## src/rtl/sbePkg.sv

```systemverilog
package sbePkg;
  localparam int LEN_W = 8;

  typedef enum logic [2:0] {
    OP_CMP_CHR = 3'd0,
    OP_CMP_IMM = 3'd1,
    OP_MOV_CHR = 3'd2,
    OP_MOV_IMM = 3'd3,
    OP_MOV_LO  = 3'd4,
    OP_MOV_HI  = 3'd5,
    OP_RSV6    = 3'd6,
    OP_RSV7    = 3'd7
  } opKind_e;

  typedef enum logic [2:0] {
    ST_IDLE, ST_RDA, ST_RDB, ST_EVAL, ST_WR, ST_FIN
  } engState_e;

  typedef struct packed {
    logic latchCmd;
    logic useA;
    logic memEn;
    logic memWe;
    logic capA;
    logic incIdx;
    logic evalCmp;
  } dpStrobe_t;

  function automatic logic isCompare(opKind_e op);
    return (op == OP_CMP_CHR) || (op == OP_CMP_IMM);
  endfunction

  function automatic logic isMove(opKind_e op);
    return (op == OP_MOV_CHR) || (op == OP_MOV_IMM) ||
           (op == OP_MOV_LO) || (op == OP_MOV_HI);
  endfunction

  function automatic logic isCharForm(opKind_e op);
    return (op == OP_CMP_CHR) || (op == OP_MOV_CHR) ||
           (op == OP_MOV_LO) || (op == OP_MOV_HI);
  endfunction
endpackage

```

## src/rtl/sbeDatapath.sv

```systemverilog
module sbeDatapath
  import sbePkg::*;
#(
  parameter int ADDR_W = 16
) (
  input  logic              clk,
  input  logic              rstN,
  input  dpStrobe_t         stb,
  input  logic [2:0]        opcode,
  input  logic [ADDR_W-1:0] addrA,
  input  logic [ADDR_W-1:0] addrB,
  input  logic [LEN_W-1:0]  lenField,
  input  logic [7:0]        memRdata,
  output logic [ADDR_W-1:0] memAddr,
  output logic [7:0]        memWdata,
  output logic [1:0]        cc,
  output opKind_e           curOp,
  output logic              lastByte,
  output logic              mismatch
);
  opKind_e           opQ;
  logic [ADDR_W-1:0] baseA, baseB;
  logic [LEN_W-1:0]  lenQ, idx, lastIdx;
  logic [7:0]        regA, opnd2;
  logic [1:0]        ccQ;

  assign lastIdx  = isCharForm(opQ) ? lenQ : '0;
  assign lastByte = (idx == lastIdx);
  assign opnd2    = (opQ == OP_CMP_IMM) ? lenQ : memRdata;
  assign mismatch = (regA != opnd2);
  assign memAddr  = (stb.useA ? baseA : baseB) + ADDR_W'(idx);
  assign curOp    = opQ;
  assign cc       = ccQ;

  always_comb begin
    unique case (opQ)
      OP_MOV_IMM: memWdata = lenQ;
      OP_MOV_LO:  memWdata = {regA[7:4], memRdata[3:0]};
      OP_MOV_HI:  memWdata = {memRdata[7:4], regA[3:0]};
      default:    memWdata = memRdata;
    endcase
  end

  always_ff @(posedge clk or negedge rstN) begin
    if (!rstN) begin
      opQ   <= OP_RSV7;
      baseA <= '0;
      baseB <= '0;
      lenQ  <= '0;
      idx   <= '0;
      regA  <= '0;
      ccQ   <= 2'd0;
    end else begin
      if (stb.latchCmd) begin
        opQ   <= opKind_e'(opcode);
        baseA <= addrA;
        baseB <= addrB;
        lenQ  <= lenField;
        idx   <= '0;
        if (isCompare(opKind_e'(opcode))) ccQ <= 2'd0;
      end else begin
        if (stb.incIdx) idx <= idx + 1'b1;
        if (stb.evalCmp && mismatch) ccQ <= (regA < opnd2) ? 2'd1 : 2'd2;
      end
      if (stb.capA) regA <= memRdata;
    end
  end

  AST_CC_LEGAL: assert property (@(posedge clk) disable iff (!rstN)
    ccQ != 2'd3);
  AST_IDX_BOUND: assert property (@(posedge clk) disable iff (!rstN)
    idx <= lastIdx);
  AST_MOVE_KEEPS_CC: assert property (@(posedge clk) disable iff (!rstN)
    (isMove(opQ) && !stb.latchCmd) |=> $stable(ccQ));
endmodule

```

## src/rtl/sbeCtrl.sv

```systemverilog
module sbeCtrl
  import sbePkg::*;
(
  input  logic       clk,
  input  logic       rstN,
  input  logic       start,
  input  logic [2:0] opcode,
  input  opKind_e    curOp,
  input  logic       lastByte,
  input  logic       mismatch,
  output dpStrobe_t  stb,
  output logic       busy,
  output logic       done
);
  engState_e state, nextState;

  function automatic engState_e entryState(opKind_e op);
    unique case (op)
      OP_CMP_CHR, OP_CMP_IMM, OP_MOV_LO, OP_MOV_HI: return ST_RDA;
      OP_MOV_CHR: return ST_RDB;
      OP_MOV_IMM: return ST_WR;
      default:    return ST_FIN;
    endcase
  endfunction

  always_comb begin
    stb       = '0;
    nextState = state;
    unique case (state)
      ST_IDLE: begin
        stb.latchCmd = start;
        if (start) nextState = entryState(opKind_e'(opcode));
      end
      ST_RDA: begin
        stb.memEn = 1'b1;
        stb.useA  = 1'b1;
        nextState = ST_RDB;
      end
      ST_RDB: begin
        stb.capA  = 1'b1;
        stb.memEn = (curOp != OP_CMP_IMM);
        nextState = isCompare(curOp) ? ST_EVAL : ST_WR;
      end
      ST_EVAL: begin
        stb.evalCmp = 1'b1;
        if (mismatch || lastByte) nextState = ST_FIN;
        else begin
          stb.incIdx = 1'b1;
          nextState  = ST_RDA;
        end
      end
      ST_WR: begin
        stb.memEn = 1'b1;
        stb.memWe = 1'b1;
        stb.useA  = 1'b1;
        if (lastByte) nextState = ST_FIN;
        else begin
          stb.incIdx = 1'b1;
          nextState  = (curOp == OP_MOV_CHR) ? ST_RDB : ST_RDA;
        end
      end
      ST_FIN:  nextState = ST_IDLE;
      default: nextState = ST_IDLE;
    endcase
  end

  always_ff @(posedge clk or negedge rstN) begin
    if (!rstN) state <= ST_IDLE;
    else       state <= nextState;
  end

  assign busy = (state != ST_IDLE);
  assign done = (state == ST_FIN);

  AST_DONE_PULSE: assert property (@(posedge clk) disable iff (!rstN)
    done |=> !done);
  AST_IDLE_NO_MEM: assert property (@(posedge clk) disable iff (!rstN)
    !busy |-> !stb.memEn);
  AST_CMP_NO_WRITE: assert property (@(posedge clk) disable iff (!rstN)
    stb.memWe |-> isMove(curOp));
  AST_WRITE_TO_DEST: assert property (@(posedge clk) disable iff (!rstN)
    stb.memWe |-> stb.useA);
endmodule

```

## src/rtl/byteStoreEngine.sv

```systemverilog
module byteStoreEngine
  import sbePkg::*;
#(
  parameter int ADDR_W = 16
) (
  input  logic              clk,
  input  logic              rstN,
  input  logic              start,
  input  logic [2:0]        opcode,
  input  logic [ADDR_W-1:0] addrA,
  input  logic [ADDR_W-1:0] addrB,
  input  logic [7:0]        lenField,
  output logic              busy,
  output logic              done,
  output logic [1:0]        cc,
  output logic              memEn,
  output logic              memWe,
  output logic [ADDR_W-1:0] memAddr,
  output logic [7:0]        memWdata,
  input  logic [7:0]        memRdata
);
  dpStrobe_t stb;
  opKind_e   curOp;
  logic      lastByte, mismatch;

  sbeCtrl uCtrl (
    .clk(clk), .rstN(rstN), .start(start), .opcode(opcode),
    .curOp(curOp), .lastByte(lastByte), .mismatch(mismatch),
    .stb(stb), .busy(busy), .done(done)
  );

  sbeDatapath #(.ADDR_W(ADDR_W)) uDp (
    .clk(clk), .rstN(rstN), .stb(stb), .opcode(opcode),
    .addrA(addrA), .addrB(addrB), .lenField(lenField),
    .memRdata(memRdata), .memAddr(memAddr), .memWdata(memWdata),
    .cc(cc), .curOp(curOp), .lastByte(lastByte), .mismatch(mismatch)
  );

  assign memEn = stb.memEn;
  assign memWe = stb.memWe;
endmodule

```

## config.mk

```make
export PLATFORM = sky130hd
export DESIGN_NAME = byteStoreEngine
export DESIGN_NICKNAME = d
export VERILOG_FILES = /design/src/rtl/sbePkg.sv /design/src/rtl/sbeDatapath.sv /design/src/rtl/sbeCtrl.sv /design/src/rtl/byteStoreEngine.sv
export SDC_FILE = /design/constraint.sdc
export NUM_CORES = 1
export LEC_CHECK = 0
export ABC_AREA = 0
export CAP_MARGIN = 20
export CORE_ASPECT_RATIO = 0.8
export CORE_MARGIN = 1
export CORE_UTILIZATION = 40
export CTS_BUF_LIST = sky130_fd_sc_hd__clkbuf_4 sky130_fd_sc_hd__clkbuf_8
export DETAILED_ROUTE_END_ITERATION = 8
export DONT_BUFFER_PORTS = 1
export HOLD_SLACK_MARGIN = 0.15
export PLACE_DENSITY_LB_ADDON = 0.25
export SLEW_MARGIN = 20
export SYNTH_ARGS = -nofsm -noshare
export SYNTH_HDL_FRONTEND = slang
export SYNTH_SLANG_ARGS = --single-unit
```

## constraint.sdc

```tcl
create_clock -name clk -period 4.68 [get_ports clk]
set_input_delay 0.936 -clock clk [delete_from_list [all_inputs] [get_ports clk]]
set_output_delay 0.936 -clock clk [all_outputs]
set_load 0.02 [all_outputs]
```

==> flow_metrics.env <==
export IMPL_fmax_ghz=0.231
export IMPL_critical_path_class="register to primary output"
export IMPL_cts_tree="yes"
export IMPL_required_ns=3.74
export IMPL_drv_slew=0
export IMPL_grtUsageTotal_pct=20.5
export IMPL_fp_row_count=32
export IMPL_rsz0062_at_grt="no"
export IMPL_stdcell_area_um2=4570
export IMPL_drtPass1Iterations=4
export IMPL_grt_pass1_vias=3381
export IMPL_syn_inst=476
export IMPL_synth_async_reset_ratio_pct=100
export IMPL_ys_warn_count=0
export IMPL_leakagePower_nw=2.10
export IMPL_synth_edf_count=0
export IMPL_finalNonFillerCells=618
export IMPL_placed_cell_area_um2=4290
export IMPL_multi_input_area_um2=2410
export IMPL_grt_max_degree=65
export IMPL_synth_ff_type="dfrtp_1"
export IMPL_slew_headroom_pct=37.5
export IMPL_min_path_type="input port to async pin"
export IMPL_max_stage_delay_ns=0.50
export IMPL_worst_slew_pin_slew_ns=0.937
export IMPL_seqCellArea_um2=1610
export IMPL_dieHeight_um=92.9
export IMPL_drv_cap=0
export IMPL_post_route_period_util_pct=92.7
export IMPL_numCtsBuffers=9
export IMPL_crit_fanout=10
export IMPL_n_fill_cell=983
export IMPL_startpoint_type="register"
export IMPL_ios=84
export IMPL_dr_first_iter_drc_count=172
export IMPL_io_buffer_count=0
export IMPL_die_area_um2=10700
export IMPL_hold_viol=0
export IMPL_wirelength_um=10200
export IMPL_path_clk_slew_ns=0.08
export IMPL_setup_tns_final_ns=0
export IMPL_cp_cell_sequence="xnor2_4, nor2_4, buf_4, mux2_2, ha_1, o21ai_0, o21bai_1, nand3_2, a221oi_1, xnor2_1, mux2i_1, buf_4"
export IMPL_cpMostUsedCell="buf_4"
export IMPL_syn_nets=548
export IMPL_synth_cell_type_count=50
export IMPL_clock_path_buffers=2
export IMPL_areaGrowthSynthToFinish_pct=10.6
export IMPL_critPathSlowestCell="dfrtp_2"
export IMPL_synth_seq_area_share_pct=38.9
export IMPL_clock_latency_ns=0.34
export IMPL_syn_area_um2=4130
export IMPL_start_util_pct=41.9
export IMPL_drc=0
export IMPL_dp_cells=602
export IMPL_postSynthAreaPerCell_um2=8.67
export IMPL_num_vias=3385
export IMPL_outcome="complete, no violations"
export IMPL_ant_nets=0
export IMPL_viasPerCell=5.48
export IMPL_cts_sinks=64
export IMPL_skew_ns=0.0109
export IMPL_endpoint_kind="primary output"
export IMPL_ir_drop_mv=0.255
export IMPL_synth_seq_cells=64
export IMPL_antenna_cells=0
export IMPL_drive_gt1_share_pct=12.2
export IMPL_gp_congestion=0.858
export IMPL_cts_setup_buffers=0
export IMPL_cts_root_buf="clkbuf_8"
export IMPL_power_density_nw_per_um2=772
export IMPL_nets=549
export IMPL_setup_viol=0
export IMPL_overflow=0
export IMPL_die_x_um=116
export IMPL_power_w=0.00353
export IMPL_fin_crit_ns=4.34
export IMPL_core_um2=9850
export IMPL_routedWlPerCell_um=16.5
export IMPL_grt_first_pass_wirelength_um=17100
export IMPL_ctsHtreeMaxLevel=3
export IMPL_regToRegSetupSlack_ns=1.09
export IMPL_hpwl_um=7230
export IMPL_crit_arrival_ns=3.40
export IMPL_antenna_found_initial=0
Yosys cell counts, drive strengths merged, types with 5 or more instances:
cell	instances	area share (%)
a211oi	5	0.91
buf	9	1.2
nand2	143	13
xor2	5	1.1
a31oi	6	0.91
mux2	18	5.1
o22ai	13	2.0
xnor2	17	4.1
dfrtp	61	37
ha	17	5.2
and3	8	1.2
nor2	22	2.1
inv	12	1.1
o21a	6	1.1
clkbuf	12	1.1
a21oi	21	2.6
o21ai	17	2.1
nand4	6	0.91
nand3	8	0.97
mux2i	20	4.8
where the power goes:
part	internal, W	switching [W]	total [W]
clock network	0.000371	0.000228	0.000600
registers	0.000804	0.000326	0.00113
logic	0.000727	0.00107	0.00180
total	0.00190	0.00162	0.00353
cell usage in the layout, fill, tap and decap left out, drive strengths merged, types with 3 or more instances in the layout:
cell / synthesis / final
o21a: 6 / 6
o21ai: 17 / 17
o22a: 4 / 4
dfrtp: 61 / 61
nor2: 22 / 22
a21oi: 21 / 21
ha: 17 / 17
o32ai: 4 / 4
xnor2: 17 / 17
o21bai: 4 / 4
a31oi: 6 / 6
nand3: 8 / 8
bufinv: 0 / 3
inv: 12 / 13
nand4: 6 / 6
a221oi: 3 / 3
dfstp: 3 / 3
buf: 9 / 11
mux2: 18 / 18
and3: 8 / 8
a211oi: 5 / 5
o22ai: 13 / 13
mux2i: 20 / 20
clkbuf: 12 / 10
nor4bb: 4 / 4
xor2: 5 / 5
nand2: 143 / 143
repair_timing:
action | in CTS | in global routing
resized for setup | 0 | 6
endpoints found under the setup margin | 0 | 8
hold buffers | 0 | 0
path summary, 6_finish.rpt:
path / start / to / cells after the start
max reg2reg: uDp.curOp[0] / uDp.idx[1] / 8
min reg2reg: uDp.baseB[4] / uDp.baseB[4] / 2
min in group clk: uDp.baseB[4] / uDp.baseB[4] / 2
min: rstN / uDp.regA[0] / 0
max: uCtrl.state[0] / memAddr[11] / 12
max in group asynchronous: rstN / uDp.curOp[2] / 0
registers in the layout (all words and copies together) (netlist names):
register	flops
uDp.cc	2
uDp.idx	8
uDp.baseA	16
uCtrl.state	3
uDp.baseB	16
uDp.curOp	3
uDp.lenQ	8
uDp.regA	8
critical path, delay by kind of cell, from the launching register on:
| kind | cells | cell delay, ns |
|---|---|---|
| flops | 1 | 0.50 |
| xor+xnor | 2 | 0.35 |
| simple gates | 2 | 0.44 |
| compound gates | 3 | 0.69 |
| buf+inv | 2 | 0.33 |
| fa+ha+maj | 1 | 0.32 |
| mux | 2 | 0.42 |
final cells by class:
class	count	share of cell area [%]
clock buffers	10	3.01
clock inverters	6	2.52
inverters	12	0.986
multi-input cells	379	52.8
flip-flops and latches	64	35.2
well taps	136	3.73
repair buffers	11	1.81
metal layers:
metal / GRT usage, % / up-vias / share of wire (%)
met1: 28.6 / 1642 / 49
met2: 30.6 / 65 / 44
li1: - / 1671 / -
met5: 0 / - / 0
met4: 4.55 / 0 / 0.78
met3: 6.48 / 7 / 6.0
through the flow:
stage	hold slack, ns	setup slack [ns]	util (%)
after CTS	0.264	0.0348	46.1
after floorplan	0.440	0.477	-
after detailed placement	0.462	0.419	43.5
after global placement	0.459	0.521	43.5
after global routing	0.246	0.0405	46.4
final	0.285	0.342	46.4
cell families after synthesis:
group / after synthesis / synth area share, %
multiplexers: 38 / 9.94
adder cells (fa/ha/maj): 18 / 5.64
AND/OR/NAND/NOR: 203 / 21.1
buffers and inverters: 33 / 3.39
AO/OA/AOI/OAI: 98 / 15.9
XOR/XNOR: 22 / 5.12
flip-flops: 64 / 38.9
Power figures use the tool's default switching activity.
